**src/rtl/alias_bank_pkg.sv**
```systemverilog
package alias_bank_pkg;
  localparam int DATA_W = 32;

  typedef enum logic [1:0] {
    OP_WRITE  = 2'b00,
    OP_SET    = 2'b01,
    OP_CLEAR  = 2'b10,
    OP_TOGGLE = 2'b11
  } alias_op_e;
endpackage

```
**src/rtl/alias_rst_sync.sv**
```systemverilog
module alias_rst_sync (
  input  logic clk,
  input  logic rst_n,
  output logic rst_sync_n
);
  logic [1:0] stage_q;

  always_ff @(posedge clk or negedge rst_n) begin
    if (!rst_n) stage_q <= 2'b00;
    else        stage_q <= {stage_q[0], 1'b1};
  end

  assign rst_sync_n = stage_q[1];
endmodule

```
**src/rtl/alias_decode.sv**
```systemverilog
module alias_decode
  import alias_bank_pkg::*;
#(
  parameter int ADDR_W = 12,
  parameter int N_REGS = 64,
  localparam int IDX_W = (N_REGS > 1) ? $clog2(N_REGS) : 1,
  localparam int SLOT_W = ADDR_W - 4
) (
  input  logic [ADDR_W-1:0] addr,
  output logic [IDX_W-1:0]  idx,
  output alias_op_e         op,
  output logic              aligned,
  output logic              in_range
);
  localparam logic [SLOT_W:0] LIMIT = (SLOT_W+1)'(N_REGS);

  logic [SLOT_W-1:0] slot;

  always_comb begin
    slot     = addr[ADDR_W-1:4];
    idx      = slot[IDX_W-1:0];
    op       = alias_op_e'(addr[3:2]);
    aligned  = (addr[1:0] == 2'b00);
    in_range = ({1'b0, slot} < LIMIT);
  end
endmodule

```
**src/rtl/alias_update.sv**
```systemverilog
module alias_update
  import alias_bank_pkg::*;
(
  input  alias_op_e          op,
  input  logic [DATA_W-1:0]  cur,
  input  logic [DATA_W-1:0]  wdata,
  output logic [DATA_W-1:0]  nxt
);
  always_comb begin
    unique case (op)
      OP_WRITE:  nxt = wdata;
      OP_SET:    nxt = cur | wdata;
      OP_CLEAR:  nxt = cur & ~wdata;
      OP_TOGGLE: nxt = cur ^ wdata;
      default:   nxt = cur;
    endcase
  end
endmodule

```
**src/rtl/alias_store.sv**
```systemverilog
module alias_store
  import alias_bank_pkg::*;
#(
  parameter int N_REGS = 64,
  localparam int IDX_W = (N_REGS > 1) ? $clog2(N_REGS) : 1
) (
  input  logic                     clk,
  input  logic                     rst_n,
  input  logic                     wr_ok,
  input  logic [IDX_W-1:0]         wr_idx,
  input  logic [DATA_W-1:0]        wr_data,
  input  logic [IDX_W-1:0]         rd_idx,
  output logic [DATA_W-1:0]        rd_word
);
  logic [DATA_W-1:0] word_q [N_REGS];

  for (genvar i = 0; i < N_REGS; i++) begin : g_word
    logic              word_en;
    logic [DATA_W-1:0] word_d;

    always_comb begin
      word_en = wr_ok && (wr_idx == IDX_W'(i));
      word_d  = word_en ? wr_data : word_q[i];
    end

    always_ff @(posedge clk or negedge rst_n) begin
      if (!rst_n) word_q[i] <= '0;
      else        word_q[i] <= word_d;
    end
  end

  always_comb begin
    rd_word = '0;
    for (int k = 0; k < N_REGS; k++) begin
      if (rd_idx == IDX_W'(k)) rd_word = word_q[k];
    end
  end
endmodule

```
**src/rtl/alias_reg_bank.sv**
```systemverilog
module alias_reg_bank
  import alias_bank_pkg::*;
#(
  parameter int ADDR_W = 12,
  parameter int N_REGS = 64
) (
  input  logic              clk,
  input  logic              rst_n,
  input  logic [ADDR_W-1:0] addr,
  input  logic              wr_en,
  input  logic              rd_en,
  input  logic [31:0]       wdata,
  output logic [31:0]       rdata,
  output logic              err
);
  localparam int IDX_W = (N_REGS > 1) ? $clog2(N_REGS) : 1;

  logic              rst_sync_n;
  logic [IDX_W-1:0]  idx;
  alias_op_e         op;
  logic              aligned;
  logic              in_range;
  logic              legal;
  logic              wr_ok;
  logic [DATA_W-1:0] cur_word;
  logic [DATA_W-1:0] new_word;
  logic [DATA_W-1:0] rdata_q, rdata_d;
  logic              err_q, err_d;

  alias_rst_sync u_rst_sync (
    .clk        (clk),
    .rst_n      (rst_n),
    .rst_sync_n (rst_sync_n)
  );

  alias_decode #(.ADDR_W(ADDR_W), .N_REGS(N_REGS)) u_decode (
    .addr     (addr),
    .idx      (idx),
    .op       (op),
    .aligned  (aligned),
    .in_range (in_range)
  );

  alias_update u_update (
    .op    (op),
    .cur   (cur_word),
    .wdata (wdata),
    .nxt   (new_word)
  );

  alias_store #(.N_REGS(N_REGS)) u_store (
    .clk     (clk),
    .rst_n   (rst_sync_n),
    .wr_ok   (wr_ok),
    .wr_idx  (idx),
    .wr_data (new_word),
    .rd_idx  (idx),
    .rd_word (cur_word)
  );

  always_comb begin
    legal   = aligned && in_range;
    wr_ok   = wr_en && legal;
    rdata_d = rdata_q;
    if (rd_en) rdata_d = legal ? cur_word : '0;
    err_d   = (wr_en || rd_en) && !legal;
  end

  always_ff @(posedge clk or negedge rst_sync_n) begin
    if (!rst_sync_n) begin
      rdata_q <= '0;
      err_q   <= 1'b0;
    end else begin
      rdata_q <= rdata_d;
      err_q   <= err_d;
    end
  end

  assign rdata = rdata_q;
  assign err   = err_q;
endmodule

```
**config.mk**
```make
export PLATFORM = sky130hd
export DESIGN_NAME = alias_reg_bank
export DESIGN_NICKNAME = d
export VERILOG_FILES = /design/src/rtl/alias_bank_pkg.sv /design/src/rtl/alias_rst_sync.sv /design/src/rtl/alias_decode.sv /design/src/rtl/alias_update.sv /design/src/rtl/alias_store.sv /design/src/rtl/alias_reg_bank.sv
export SDC_FILE = /design/constraint.sdc
export NUM_CORES = 2
export LEC_CHECK = 0
export ABC_CLOCK_PERIOD_IN_PS = 159700
export BUFFER_PORTS_ARGS = -buffer_cell sky130_fd_sc_hd__buf_4
export CAP_MARGIN = 10
export CORE_ASPECT_RATIO = 2
export CORE_MARGIN = 4
export CORE_UTILIZATION = 40
export DETAILED_ROUTE_END_ITERATION = 6
export SYNTH_ARGS = -nofsm -noshare
export SYNTH_HDL_FRONTEND = slang
export SYNTH_SLANG_ARGS = --single-unit
```
**constraint.sdc**
```tcl
create_clock -name clk -period 159.7 [get_ports clk]
set_input_delay 15.97 -clock clk [delete_from_list [all_inputs] [get_ports clk]]
set_output_delay 15.97 -clock clk [all_outputs]
set_load 0.005 [all_outputs]
```
==> reports/results.tsv <==
stage	metric	value	unit
hold_path	hp-start	u_rst_sync.stage_q[0]$_DFF_PN0_	
sta	fin_setup_tns	0	ns
final_layout	layout.nets	9377	
synth	ys_ff_latch	2083	
route	drc_errors	8	
place	io_buffers	80	
route	vias	77600	
setup_path	endpoint_kind	flop	
synth	yosysWarnings	0	
clock_network	post_cts_resized	0	
synth	yosysUniqueCellTypes	82	
sta	rsz0062_at_grt	no	
synth	synth_top_cells_by_area	dfrtp_1 58%, o21ai_0 12%, nand2_1 9.6%, a22oi_1 3.6%, clkbuf_1 3.0%	
setup_path	worstPathMaxFanout	64	
global_route	grt_pass1_wl	560000	um
hold_path	hold_end	u_rst_sync.stage_q[1]$_DFF_PN0_	
power_and_ir_drop	powerDensity	10.7	nW/um2
final_layout	synthToLayoutAreaGrowth	11.1	%
setup_path	worstReg2RegEnd	u_store.word_q[624]$_DFFE_PN0P_	
clock_network	path_clk_slew	0.06	ns
floorplanning	coreArea	224000	um2
power_and_ir_drop	irDropWorstVdd	9.65	uV
clock_network	numCtsBuffers	185	
synth	ys_seq_area_share	57.9	%
flow_run	cap_violations	0	
floorplanning	row_count	246	
synth	synth_edf_count	0	
global_route	grt_pass1_vias	75700	
synth	synth_nets	9726	
final_layout	final_cell_mix	2231 x nand2_1, 2201 x o21ai_0, 2082 x dfrtp_1	
synth	netlist_instances	9614	
route	drt-total-wl	393000	um
status	violations	design-rule violations	
hold_path	hold_path.class	flop to flop	
synth	synth_top_family_by_area	compound AO/OA/AOI/OAI gates	
clock_network	cts_root_buf	clkbuf_16	
setup_path	crit_type	input port to flop	
route	drtPass1Iterations	7	
sta	skew	0.0567	ns
route	viasPerCell	6.26	
sta	timing.final.max_slew_violations	0	
power_and_ir_drop	p_int	803	uW
synth	synth_top_area_share	57.9	%
clock_network	cts.path.max_buffers	4	
power_and_ir_drop	p_leak	44.5	nW
power_and_ir_drop	p_seq_share	50.3	%
floorplanning	die_area	233000	um2
sta	whs	0.353	ns
power_and_ir_drop	switching_power	269	uW
status	outcome	complete, but fails checks	
power_and_ir_drop	clockPowerShare	43.5	%
sta	hold_viol_final	0	
synth	async_flop_share	100	%
global_route	grt_antenna_before_repair	25	
floorplanning	boundaryPins	81	
sta	timing.slew.headroom	5.73	%
synth	synth-compound-area-share	21.8	%
synth	ys.flop_type	dfrtp_1	
setup_path	rr_startpoint	u_rst_sync.stage_q[1]$_DFF_PN0_	
floorplanning	start_util	40.2	%
setup_path	start_kind	input port	
synth	yosys.area_share.simple	14.9	%
route	wl_per_cell	31.7	um
synth	synthMuxAreaShare	0.275	%
synth	netlist_area	90000	um2
final_layout	layout.cells.non_filler	12400	
final_layout	final-seq-area	52100	um2
place	routabilityCongestion	0.943	
setup_path	regToRegSetupSlack	152.51	ns
power_and_ir_drop	comb_power_share	6.2	%
clock_network	clk_latency	0.87	ns
clock_network	clock_sinks	2083	
clock_network	holdBufCountCts	0	
global_route	grt_overflow	0	
setup_path	critPathRequiredTime	160.42	ns
synth	yosys.area.top_type	dfrtp_1	
place	place_area	93800	um2
final_layout	fill_cells	21800	
power_and_ir_drop	switching_share	25.1	%
sta	fin_crit	21.54	ns
floorplanning	die-width	343	um
global_route	grt.total_usage	33.3	%
place	dp.cells	12100	
sta	tightest_slew	1.41	ns
final_layout	multi_input_area	35100	um2
global_route	grt_max_degree	180	
synth	avgSynthCellArea	9.36	um2
place	hpwl	249000	um
synth	synthXorXnorAreaFrac	0	%
sta	fmax	46.4	MHz
synth	synthAdderAreaFrac	0.890	%
setup_path	r2r_cells	7	
setup_path	arrival	22.25	ns
sta	period_share	13.5	%
final_layout	drive_gt1_share	8.89	%
final_layout	final_common_cell	nand2_1	
clock_network	htree_levels	4	
route	drt_iter0_drc	9515	
final_layout	postLayoutCellArea	100000	um2
sta	finalSetupViolations	0	
clock_network	cts_tree	yes	
route	ant_nets	0	
floorplanning	die_h	679	um
clock_network	postCtsSetupRepairBufs	0	
hold_path	worstHoldPathCells	0	
## stage by stage
stage,total power [mW],worst slack (ns),util [%]
2_1_floorplan,0.586,97.34,-
3_3_place_gp,0.613,137.79,41.9
3_5_place_dp,0.614,137.71,41.9
4_1_cts,1.07,138.58,44.6
5_1_grt,1.10,138.11,44.6
6_report,1.07,138.16,44.6
## cell usage after synthesis (36+ instances only)
| cell type | number |
|---|---|
| a2111oi_0 | 46 |
| a211oi_1 | 45 |
| a21oi_1 | 142 |
| a221oi_1 | 117 |
| a222oi_1 | 42 |
| a22o_1 | 44 |
| a22oi_1 | 433 |
| and3_1 | 130 |
| buf_1 | 46 |
| buf_2 | 108 |
| clkbuf_1 | 720 |
| dfrtp_1 | 2083 |
| ha_1 | 64 |
| inv_1 | 68 |
| nand2_1 | 2297 |
| nand3_1 | 231 |
| nand4_1 | 101 |
| nor2_1 | 239 |
| nor3_1 | 52 |
| nor4_1 | 36 |
| o21ai_0 | 2202 |
| o22ai_1 | 37 |
## how the worst max path moves through the flow
stage / start / endpoint / slack [ns] / depth (start not counted)
global placement: addr[9] / u_store.word_q[1120]$_DFFE_PN0P_ / 137.79 / 16
global route: addr[9] / u_store.word_q[1376]$_DFFE_PN0P_ / 138.11 / 16
detailed placement: addr[4] / u_store.word_q[360]$_DFFE_PN0P_ / 137.71 / 14
CTS: addr[4] / u_store.word_q[1448]$_DFFE_PN0P_ / 138.58 / 14
floorplan: u_rst_sync.stage_q[1]$_DFF_PN0_ / err$_DFF_PN0_ / 97.34 / 0
finish: addr[5] / u_store.word_q[1576]$_DFFE_PN0P_ / 138.16 / 14
## worst max-delay path, stage by stage
cell and delay (ns):
buf_4 0.43, nand4bb_1 0.65, nor2_4 0.06, buf_4 0.38
a2111oi_1 1.28, nand3_1 0.22, nor4_1 0.77, nand3_1 0.38
o211ai_1 0.41, inv_1 0.10, ha_1 0.29, mux4_2 0.48
buf_4 0.34, o21ai_0 0.29
## cells by family after synthesis
group                      count (synthesis)
AOI/OAI and AO/OA                       3318
and+or+nand+nor                         3180
DFF                                     2083
buffers and inverters                    957
adders and majority gates                 64
muxes                                     11
other                                      1
## metal layers
metal | global-route usage, % | part of all wire [%] | wire [um]
met1 | 36.7 | 33 | 130000
met2 | 53.7 | 47 | 183000
met3 | 6.73 | 8.7 | 34400
met4 | 30.8 | 12 | 45300
met5 | 0 | 0.042 | 166
## power by group through the flow
stage / Clock (mW) / Combinational [mW] / Sequential, mW
after global placement: 0 / 0.0639 / 0.549
final: 0.466 / 0.0666 / 0.539
after CTS: 0.469 / 0.0651 / 0.539
after global routing: 0.487 / 0.0708 / 0.540
after detailed placement: 0 / 0.0650 / 0.549
after floorplan: 0 / 0.0283 / 0.558
## sequential cells by signal, indices dropped and copies added, names as in the netlist
signal and count:
err 1, rdata 32, u_rst_sync.stage_q 2, u_store.word_q 2048
## final cells by class
type                       instances  area share [%]
clock buffer                     261            5.36
antenna                           21          0.0526
timing repair buffer             353            2.71
sequential                      2083            52.2
tap                             2976            3.73
clock inverter                    52           0.658
inverter                          68           0.255
multi-input combinational       6574            35.1
Power figures use the tool's default switching activity.
